$ cat src/rtl/nand_bus_seq_pkg.sv
`timescale 1ns/1ps
package nand_bus_seq_pkg;
  typedef enum logic [2:0] {
    ACC_DATA, ACC_CTL, ACC_IO, ACC_STS, ACC_NONE
  } acc_kind_e;

  typedef enum logic [1:0] {
    ST_IDLE, ST_SETUP, ST_LOW, ST_HIGH
  } strobe_st_e;
endpackage

$ cat src/rtl/nand_bus_seq_decode.sv
`timescale 1ns/1ps
module nand_bus_seq_decode
  import nand_bus_seq_pkg::*;
#(
  parameter int ADDR_W     = 12,
  parameter int DATA_BYTES = 2048
) (
  input  logic [ADDR_W-1:0] addr_i,
  output acc_kind_e         kind_o
);
  localparam logic [ADDR_W-1:0] REG_BASE = ADDR_W'(DATA_BYTES);
  localparam logic [ADDR_W-1:0] STS_ADDR = ADDR_W'(DATA_BYTES + 16);

  always_comb begin
    if (addr_i < REG_BASE)                          kind_o = ACC_DATA;
    else if (addr_i[ADDR_W-1:4] == REG_BASE[ADDR_W-1:4])
      kind_o = addr_i[0] ? ACC_IO : ACC_CTL;
    else if (addr_i == STS_ADDR)                    kind_o = ACC_STS;
    else                                            kind_o = ACC_NONE;
  end
endmodule

$ cat src/rtl/nand_bus_seq_sync.sv
`timescale 1ns/1ps
module nand_bus_seq_sync (
  input  logic clk_i,
  input  logic rst_ni,
  input  logic d_i,
  output logic q_o
);
  logic s1_q, s2_q;
  always_ff @(posedge clk_i or negedge rst_ni) begin
    if (!rst_ni) begin
      s1_q <= 1'b0;
      s2_q <= 1'b0;
    end else begin
      s1_q <= d_i;
      s2_q <= s1_q;
    end
  end
  assign q_o = s2_q;
endmodule

$ cat src/rtl/nand_bus_seq_strobe.sv
`timescale 1ns/1ps
module nand_bus_seq_strobe
  import nand_bus_seq_pkg::*;
#(
  parameter int T_LOW  = 2,
  parameter int T_HIGH = 2
) (
  input  logic       clk_i,
  input  logic       rst_ni,
  input  logic       start_i,
  input  logic       rd_i,
  input  logic       cle_i,
  input  logic       ale_i,
  input  logic [7:0] wdata_i,
  input  logic [7:0] nand_d_i,
  output logic       busy_o,
  output logic       done_o,
  output logic       rd_o,
  output logic       we_no,
  output logic       re_no,
  output logic       cle_o,
  output logic       ale_o,
  output logic [7:0] d_o,
  output logic       d_oe_o,
  output logic [7:0] cap_o
);
  localparam int MAXT  = (T_LOW > T_HIGH) ? T_LOW : T_HIGH;
  localparam int CNT_W = $clog2(MAXT + 1);
  localparam logic [CNT_W-1:0] LOW_LAST  = CNT_W'(T_LOW - 1);
  localparam logic [CNT_W-1:0] HIGH_LAST = CNT_W'(T_HIGH - 1);

  strobe_st_e       st_q;
  logic [CNT_W-1:0] cnt_q;
  logic             rd_q, cle_q, ale_q;
  logic [7:0]       d_q, cap_q;

  always_ff @(posedge clk_i or negedge rst_ni) begin
    if (!rst_ni) begin
      st_q  <= ST_IDLE;
      cnt_q <= '0;
      rd_q  <= 1'b0;
      cle_q <= 1'b0;
      ale_q <= 1'b0;
      d_q   <= '0;
      cap_q <= '0;
    end else begin
      case (st_q)
        ST_IDLE: if (start_i) begin
          st_q  <= ST_SETUP;
          rd_q  <= rd_i;
          cle_q <= cle_i;
          ale_q <= ale_i;
          d_q   <= wdata_i;
        end
        ST_SETUP: begin
          st_q  <= ST_LOW;
          cnt_q <= LOW_LAST;
        end
        ST_LOW: if (cnt_q == '0) begin
          st_q  <= ST_HIGH;
          cnt_q <= HIGH_LAST;
          if (rd_q) cap_q <= nand_d_i;  // sample at strobe rise
        end else begin
          cnt_q <= cnt_q - 1'b1;
        end
        ST_HIGH: if (cnt_q == '0) st_q <= ST_IDLE;
                 else             cnt_q <= cnt_q - 1'b1;
        default: st_q <= ST_IDLE;
      endcase
    end
  end

  logic low;
  assign low    = (st_q == ST_LOW);
  assign busy_o = (st_q != ST_IDLE);
  assign done_o = (st_q == ST_HIGH) && (cnt_q == '0);
  assign rd_o   = rd_q;
  assign we_no  = !(low && !rd_q);
  assign re_no  = !(low && rd_q);
  assign cle_o  = cle_q;
  assign ale_o  = ale_q;
  assign d_o    = d_q;
  // hold data one clock past the write strobe rise
  assign d_oe_o = !rd_q && ((st_q == ST_SETUP) || low ||
                            ((st_q == ST_HIGH) && (cnt_q == HIGH_LAST)));
  assign cap_o  = cap_q;
endmodule

$ cat src/rtl/nand_bus_seq.sv
`timescale 1ns/1ps
module nand_bus_seq
  import nand_bus_seq_pkg::*;
#(
  parameter int ADDR_W     = 12,
  parameter int DATA_BYTES = 2048,
  parameter int T_LOW      = 2,
  parameter int T_HIGH     = 2
) (
  input  logic              clk_i,
  input  logic              rst_ni,
  input  logic              req_i,
  input  logic              we_i,
  input  logic [ADDR_W-1:0] addr_i,
  input  logic [7:0]        wdata_i,
  output logic              ack_o,
  output logic [7:0]        rdata_o,
  output logic              nand_ce_no,
  output logic              nand_cle_o,
  output logic              nand_ale_o,
  output logic              nand_we_no,
  output logic              nand_re_no,
  output logic [7:0]        nand_d_o,
  output logic              nand_d_oe_o,
  input  logic [7:0]        nand_d_i,
  input  logic              nand_rb_i
);
  localparam int CTL_W = 5;

  acc_kind_e        kind;
  logic [CTL_W-1:0] ctl_q;
  logic             cmd_done_q, rd_done_q;
  logic             busy, done, cyc_rd, rdy_s;
  logic             s_cle, s_ale;
  logic [7:0]       cap;
  logic             launch, data_rd, is_io;

  nand_bus_seq_decode #(.ADDR_W(ADDR_W), .DATA_BYTES(DATA_BYTES)) i_decode (
    .addr_i (addr_i),
    .kind_o (kind)
  );

  nand_bus_seq_sync i_rb_sync (
    .clk_i  (clk_i),
    .rst_ni (rst_ni),
    .d_i    (nand_rb_i),
    .q_o    (rdy_s)
  );

  assign is_io   = (kind == ACC_IO);
  assign data_rd = (kind == ACC_DATA) && !we_i;
  assign launch  = req_i && !busy &&
                   ((is_io && we_i) || ((kind == ACC_DATA) && (we_i || !rd_done_q)));
  assign ack_o   = req_i && ((kind == ACC_STS) || (!busy && !(data_rd && !rd_done_q)));

  nand_bus_seq_strobe #(.T_LOW(T_LOW), .T_HIGH(T_HIGH)) i_strobe (
    .clk_i    (clk_i),
    .rst_ni   (rst_ni),
    .start_i  (launch),
    .rd_i     (!we_i),
    .cle_i    (is_io && ctl_q[1]),
    .ale_i    (is_io && ctl_q[2]),
    .wdata_i  (wdata_i),
    .nand_d_i (nand_d_i),
    .busy_o   (busy),
    .done_o   (done),
    .rd_o     (cyc_rd),
    .we_no    (nand_we_no),
    .re_no    (nand_re_no),
    .cle_o    (s_cle),
    .ale_o    (s_ale),
    .d_o      (nand_d_o),
    .d_oe_o   (nand_d_oe_o),
    .cap_o    (cap)
  );

  always_ff @(posedge clk_i or negedge rst_ni) begin
    if (!rst_ni) begin
      ctl_q      <= CTL_W'(1);
      cmd_done_q <= 1'b0;
      rd_done_q  <= 1'b0;
    end else begin
      if (ack_o && we_i && (kind == ACC_CTL)) ctl_q <= wdata_i[CTL_W-1:0];
      if (launch)    cmd_done_q <= 1'b0;
      else if (done) cmd_done_q <= 1'b1;
      if (done && cyc_rd)          rd_done_q <= 1'b1;
      else if (ack_o && data_rd)   rd_done_q <= 1'b0;
    end
  end

  assign nand_ce_no = ctl_q[0];
  assign nand_cle_o = busy ? s_cle : ctl_q[1];
  assign nand_ale_o = busy ? s_ale : ctl_q[2];

  always_comb begin
    case (kind)
      ACC_STS:  rdata_o = {4'b0, rdy_s, busy, cmd_done_q, 1'b0};
      ACC_CTL:  rdata_o = {{(8-CTL_W){1'b0}}, ctl_q};
      ACC_DATA: rdata_o = rd_done_q ? cap : 8'h00;
      default:  rdata_o = 8'h00;
    endcase
  end
endmodule

$ cat config.mk
export PLATFORM = sky130hd
export DESIGN_NAME = nand_bus_seq
export DESIGN_NICKNAME = d
export VERILOG_FILES = /design/src/rtl/nand_bus_seq_pkg.sv /design/src/rtl/nand_bus_seq_decode.sv /design/src/rtl/nand_bus_seq_sync.sv /design/src/rtl/nand_bus_seq_strobe.sv /design/src/rtl/nand_bus_seq.sv
export SDC_FILE = /design/constraint.sdc
export NUM_CORES = 1
export LEC_CHECK = 0
export ABC_AREA = 1
export BUFFER_PORTS_ARGS = -buffer_cell sky130_fd_sc_hd__buf_2
export CAP_MARGIN = 0
export CORE_MARGIN = 10
export CORE_UTILIZATION = 50
export CTS_CLUSTER_DIAMETER = 150
export CTS_CLUSTER_SIZE = 16
export DETAILED_ROUTE_END_ITERATION = 12
export HOLD_SLACK_MARGIN = 0.03
export PLACE_DENSITY = 0.84
export SYNTH_ARGS = -nofsm -noshare
export SYNTH_HDL_FRONTEND = slang
export SYNTH_SLANG_ARGS = --single-unit
$ cat constraint.sdc
create_clock -name clk_i -period 2 [get_ports clk_i]
set_clock_uncertainty 0.05 [all_clocks]
set_input_delay 0.3 -clock clk_i [delete_from_list [all_inputs] [get_ports clk_i]]
set_output_delay 0.3 -clock clk_i [all_outputs]
set_load 0.005 [all_outputs]
* After elaboration in Yosys (flattened, before gate mapping)
Index checks and enable logic that the tools add are counted.
Word-level totals: register bits 32, input bits 33, logic and storage cells 88
Cells by class: add/subtract/negate cells 1, order comparisons 1, equality and inequality tests 13, multiplexer cells 19, reductions and logical operators 42
Operators with widths (count):
- 8-bit case mux with 3 select lines | 1
- 1-bit logical AND | 19
- 12-bit == test, second input constant | 1
- 12-bit < comparator, second input constant | 1
- 2-bit two-way mux | 6
- 3-bit two-way mux | 3
- 8-bit == test, second input constant | 1
- 8-bit two-way mux | 1
- 2-bit case mux with 4 select lines | 1
- 1-bit logical NOT | 7
- 3-bit by 2-bit == test with 1-bit output, second input constant | 2
- 1-bit two-way mux | 6
- 2-bit case mux with 3 select lines | 1
- 3-bit AND reduction | 2
- 2-bit nonzero test | 3
- 1-bit logical OR | 5
- 2-bit by 1-bit == test with 1-bit output, second input constant | 2
- 2-bit == test, second input constant | 2
- 2-bit logical NOT | 2
- 2-bit by 1-bit != test with 1-bit output, second input constant | 2
- 2-bit != test, second input constant | 2
- 2-bit AND reduction | 2
- 3-bit by 1-bit == test with 1-bit output, second input constant | 1
- 3-bit logical NOT | 1
- 2 further kinds | 2

* Longest topological paths before layout
depth in word-level cells 14, mapped depth 10, mapped depth without buffers 9

* Modules after synthesis
A second synthesis with hierarchy kept.
Second synthesis, totals: cells, all modules 240, area, all modules 1840.5 µm²
By module, submodules not included:
- nand_bus_seq_strobe | instances 1, cells each 132, area an instance 1131.1 µm², seq. area each 575.6 µm²
- nand_bus_seq | instances 1, cells each 78, area an instance 520.5 µm², seq. area each 176.4 µm²
- nand_bus_seq_decode | instances 1, cells each 28, area an instance 138.9 µm², seq. area each 0.0 µm²
- nand_bus_seq_sync | instances 1, cells each 2, area an instance 50.0 µm², seq. area each 50.0 µm²

* Worst setup path before layout
No wires, ideal clock.
path type flip-flop to flip-flop, start register i_strobe.st_q[1], end register i_strobe.st_q[1], library setup time 0.117 ns, arrival time 1.422 ns, required time 1.833 ns, setup slack 0.411 ns, stages on the path, launching flop included 11, path buffers 1, period minus slack after synthesis 1.589 ns, cells stage by stage dfrtp_1 -> inv_1 -> ha_1 -> buf_2 -> nand2_1 -> nor2_1 -> nand2_2 -> nand3_1 -> nand2_1 -> nand2_1 -> nand2_1
On the way: word-level cells in the longest chain between the ends 6
Ends and longest elaborated chain:
- from (decl) | RTL line nand_bus_seq_strobe.sv:32 | strobe_st_e st_q;
- from (signal assigned) | RTL line nand_bus_seq_strobe.sv:39 | st_q <= ST_IDLE;
- from (signal assigned) | RTL line nand_bus_seq_strobe.sv:49 | st_q <= ST_SETUP;
- from (signal assigned) | RTL line nand_bus_seq_strobe.sv:56 | st_q <= ST_LOW;
- 2-bit nonzero test | RTL line nand_bus_seq_strobe.sv:75 | assign busy_o = (st_q != ST_IDLE);
- 1-bit logical NOT | RTL line nand_bus_seq.sv:52 | assign launch = req_i && !busy &&
- 1-bit logical AND (2 in series) | RTL line nand_bus_seq.sv:52
- 2-bit by 1-bit != test with 1-bit output (no line)
- 3-bit AND reduction (no line)
Parallel ways exist; a longest one is shown, timed or not. A chain may end at the register's enable or synchronous reset.

* Worst setup path in the final report
start register i_strobe.st_q[1], end output port ack_o
On the way: word-level cells in the longest chain between the ends 5
Ends and longest elaborated chain:
- 2-bit nonzero test | RTL line nand_bus_seq_strobe.sv:75
- 1-bit logical NOT | RTL line nand_bus_seq.sv:54 | assign ack_o = req_i && ((kind == ACC_STS) || (!busy && !(data_rd && !rd_done_q)));
- 1-bit logical AND | RTL line nand_bus_seq.sv:54
- 1-bit logical OR | RTL line nand_bus_seq.sv:54
- 1-bit logical AND | RTL line nand_bus_seq.sv:54
- to (decl) | RTL line nand_bus_seq.sv:16 | output logic ack_o,
No other way between the ends.

==> qor.yml <==
power_and_ir_drop:
  worst_ir_drop_vdd_mv: 0.7225
  p_leak_nw: 1.123
  powerDensity_nw_per_um2: 1179
timing:
  setup_viol: 0
  max_freq_mhz: 506.5
  slew_viol_final: 0
  min_period_ns: 1.974
  worst_pin_slew_ns: 0.6975
  min_period_over_period: 0.9871
  slew_headroom: 0.5350
  hold_slack_ns: 0.1104
  hold_viol_final: 0
synthesis:
  synth-xor-area-share: 0
  async_reset_ff_frac: 1.000
  synth_area_per_cell_um2: 8.765
  synth_top_family_by_area: "simple AND/OR/NAND/NOR gates"
  synth_top_area_share: 0.4634
  yosysUniqueCellTypes: 25
  ys_seq_area_frac: 0.4791
  synth.area.top_cells: "dfrtp_1 (46%), nand2_1 (13%), nand3_1 (5.7%)"
  synthAdderAreaFrac: 0.04484
  synthTopCellsByCount: "nand2_1 (56), dfrtp_1 (31), nor2_1 (20)"
  synth_compound_area_frac: 0.06278
  synth_area_um2: 1674
  yosysMostFrequentCell: "nand2_1"
  synthCells: 191
  ys_warn_count: 0
  synth_mux_area_frac: 0.05381
  ys.flop_type: "dfrtp_1"
  synth_top_area_cell: "dfrtp_1"
  synth_nets: 230
  yosys.area_share.simple: 0.2997
  synth_edf_count: 0
  ys_ff_latch: 32
drt:
  drtIter0Drc: 103
  post_drt_wl_per_cell_um: 13.87
  drt-pass1-iter-count: 4
  viasPerCell: 4.947
  wirelength_um: 4216
  route.antenna.remaining_nets: 0
  drc: 0
  dr_total_vias: 1504
global_routing:
  grt_pass1_vias: 1495
  grt_use_total: 0.1333
  grt_max_degree: 33
  grt_overflow_total: 0
  grt_pass1_wl_um: 6651
  antenna_found_initial: 0
status:
  status: "completed"
clocking:
  cts.sinks: 32
  clk_latency_ns: 0.34
  cts_buffer_depth: 2
  cts_tree: "built"
  cts-htree-levels: 2
  clkTransAtPathRegs_ns: 0.10
  cts_buffers: 5
  cts_root_buf: "clkbuf_4"
worst_hold_path:
  hold_class: "input pin to flip-flop"
placement:
  io_buffers: 55
  gp_congestion: 0.7759
  dpl.hpwl_um: 3244
worst_setup_path:
  slowest_delay_ns: 0.44
  end_kind: "output pin"
  arrival_ns: 1.62
  r2r_slack_ns: 0.25
  crit_type: "flip-flop to output pin"
  cp_cell_sequence: "inv_1 -> ha_1 -> buf_4 -> nand3_1 -> nand2_4 -> buf_2"
  path_buf_inv: 3
  cp_slowest_cell: "dfrtp_1"
  required_ns: 1.65
  crit_path_start_kind: "flip-flop"
  path_max_fanout: 9
  critPathTopFamily: "flip-flops"
floorplanning:
  start_util: 0.5352
  num_io_pins: 56
  die_y_um: 77.87
  rows: 20
  coreArea_um2: 3128
  fp.dieArea_um2: 6063
  fp.dieW_um: 77.87
layout:
  utilization: 0.6696
  drive_gt1_frac: 0.3538
  syn_to_final_growth_pct: 25.11
  antenna_cells: 0
  layout.nets: 298
  fillers: 256
flow_run:
  max-cap-violations: 0
[path summary, 6_finish.rpt]
| path | depth (start not counted) | start | endpoint |
|---|---|---|---|
| worst max register to register | 9 | i_strobe.st_q[1] | i_strobe.st_q[1] |
| worst min-delay path | 3 | wdata_i[5] | i_strobe.d_o[5] |
| worst min register to register | 0 | i_rb_sync.s1_q | i_rb_sync.q_o |
| max in group asynchronous | 2 | rst_ni | i_rb_sync.s1_q |
| min in group asynchronous | 2 | rst_ni | i_strobe.st_q[1] |
| worst max-delay path | 6 | i_strobe.st_q[1] | ack_o |
[routing by layer]
| metal | wire (um) | track usage |
|---|---|---|
| met5 | 0 | 0 |
| met4 | 55 | 0.05474 |
| met3 | 480 | 0.06912 |
| met2 | 1968 | 0.2073 |
| met1 | 1712 | 0.1505 |
[cells by family (layout without fill, tap and decap cells)]
| family | after synthesis | in the layout |
|---|---|---|
| compound gates | 15 | 15 |
| fa+ha+maj | 6 | 6 |
| buf+inv | 20 | 89 |
| flops | 32 | 32 |
| mux | 8 | 8 |
| simple gates | 110 | 110 |
[cell type report]
class,count,area (um^2),area share
clock buffers,8,48.80,0.02330
inverters,17,63.81,0.03047
multi-input cells,139,777.0,0.3710
flip-flops and latches,32,802.0,0.3829
well taps,44,55.05,0.02628
repair buffers,64,347.8,0.1661
[sequential cells by signal, summed over array words and instances, names as in the netlist]
register	count
ctl_q	5
i_strobe.st_q	2
i_strobe.cap_o	8
i_strobe.cle_o	1
i_strobe.d_o	8
cmd_done_q	1
i_rb_sync.s1_q	1
i_rb_sync.q_o	1
i_strobe.rd_o	1
i_strobe.ale_o	1
i_strobe.cnt_q	2
rd_done_q	1
[what timing repair did]
| action | CTS | global route |
|---|---|---|
| buffers inserted | 0 | 5 |
| pin swaps | 0 | 1 |
| resized for setup | 1 | 0 |
| cloned | 0 | 0 |
| setup endpoints to repair | 1 | 1 |
| hold buffers | 2 | 0 |
| hold endpoints to repair | 32 | 0 |
[report_power, final]
part	total [W]	switching [W]	internal [W]	leakage (nW)
combinational	0.00108	0.000566	0.000515	0.702
clock	0.000345	0.000205	0.000140	0.0265
sequential	0.00104	0.000153	0.000891	0.395
[through the flow]
stage	instance area [um^2]	TNS, ns	std cells	worst slack [ns]	total power, W
floorplan	1674	0	191	0.4112	0.001671
global placement	1983	0	289	0.3325	0.002015
detailed placement	1983	0	289	0.2743	0.002070
CTS	2057	0	299	0.01572	0.002434
global route	2095	-0.03495	304	-0.03495	0.002689
finish	2095	0	304	0.02580	0.002470
[worst min-delay path, delay by kind of cell]
kind | cells | cell delay, ns
buf+inv | 1 | 0.07
simple gates | 2 | 0.09
[cell usage in the layout, fill, tap and decap left out]
master,n
nand3_2,1
inv_2,1
nor3_1,1
nand3_1,19
clkbuf_1,3
nand2_2,5
a22o_1,2
a21oi_1,1
buf_4,7
nand4_1,1
o21ai_0,7
clkbuf_4,5
ha_1,6
o22ai_2,2
inv_1,16
o21bai_1,1
dfstp_2,1
mux2_2,8
dlygate4sd3_1,2
o211ai_1,2
nor2_1,20
nor2_4,3
buf_2,55
dfrtp_1,31
nand2_4,3
or2_2,1
nand2_1,56
(Power assumes the default switching activity.)
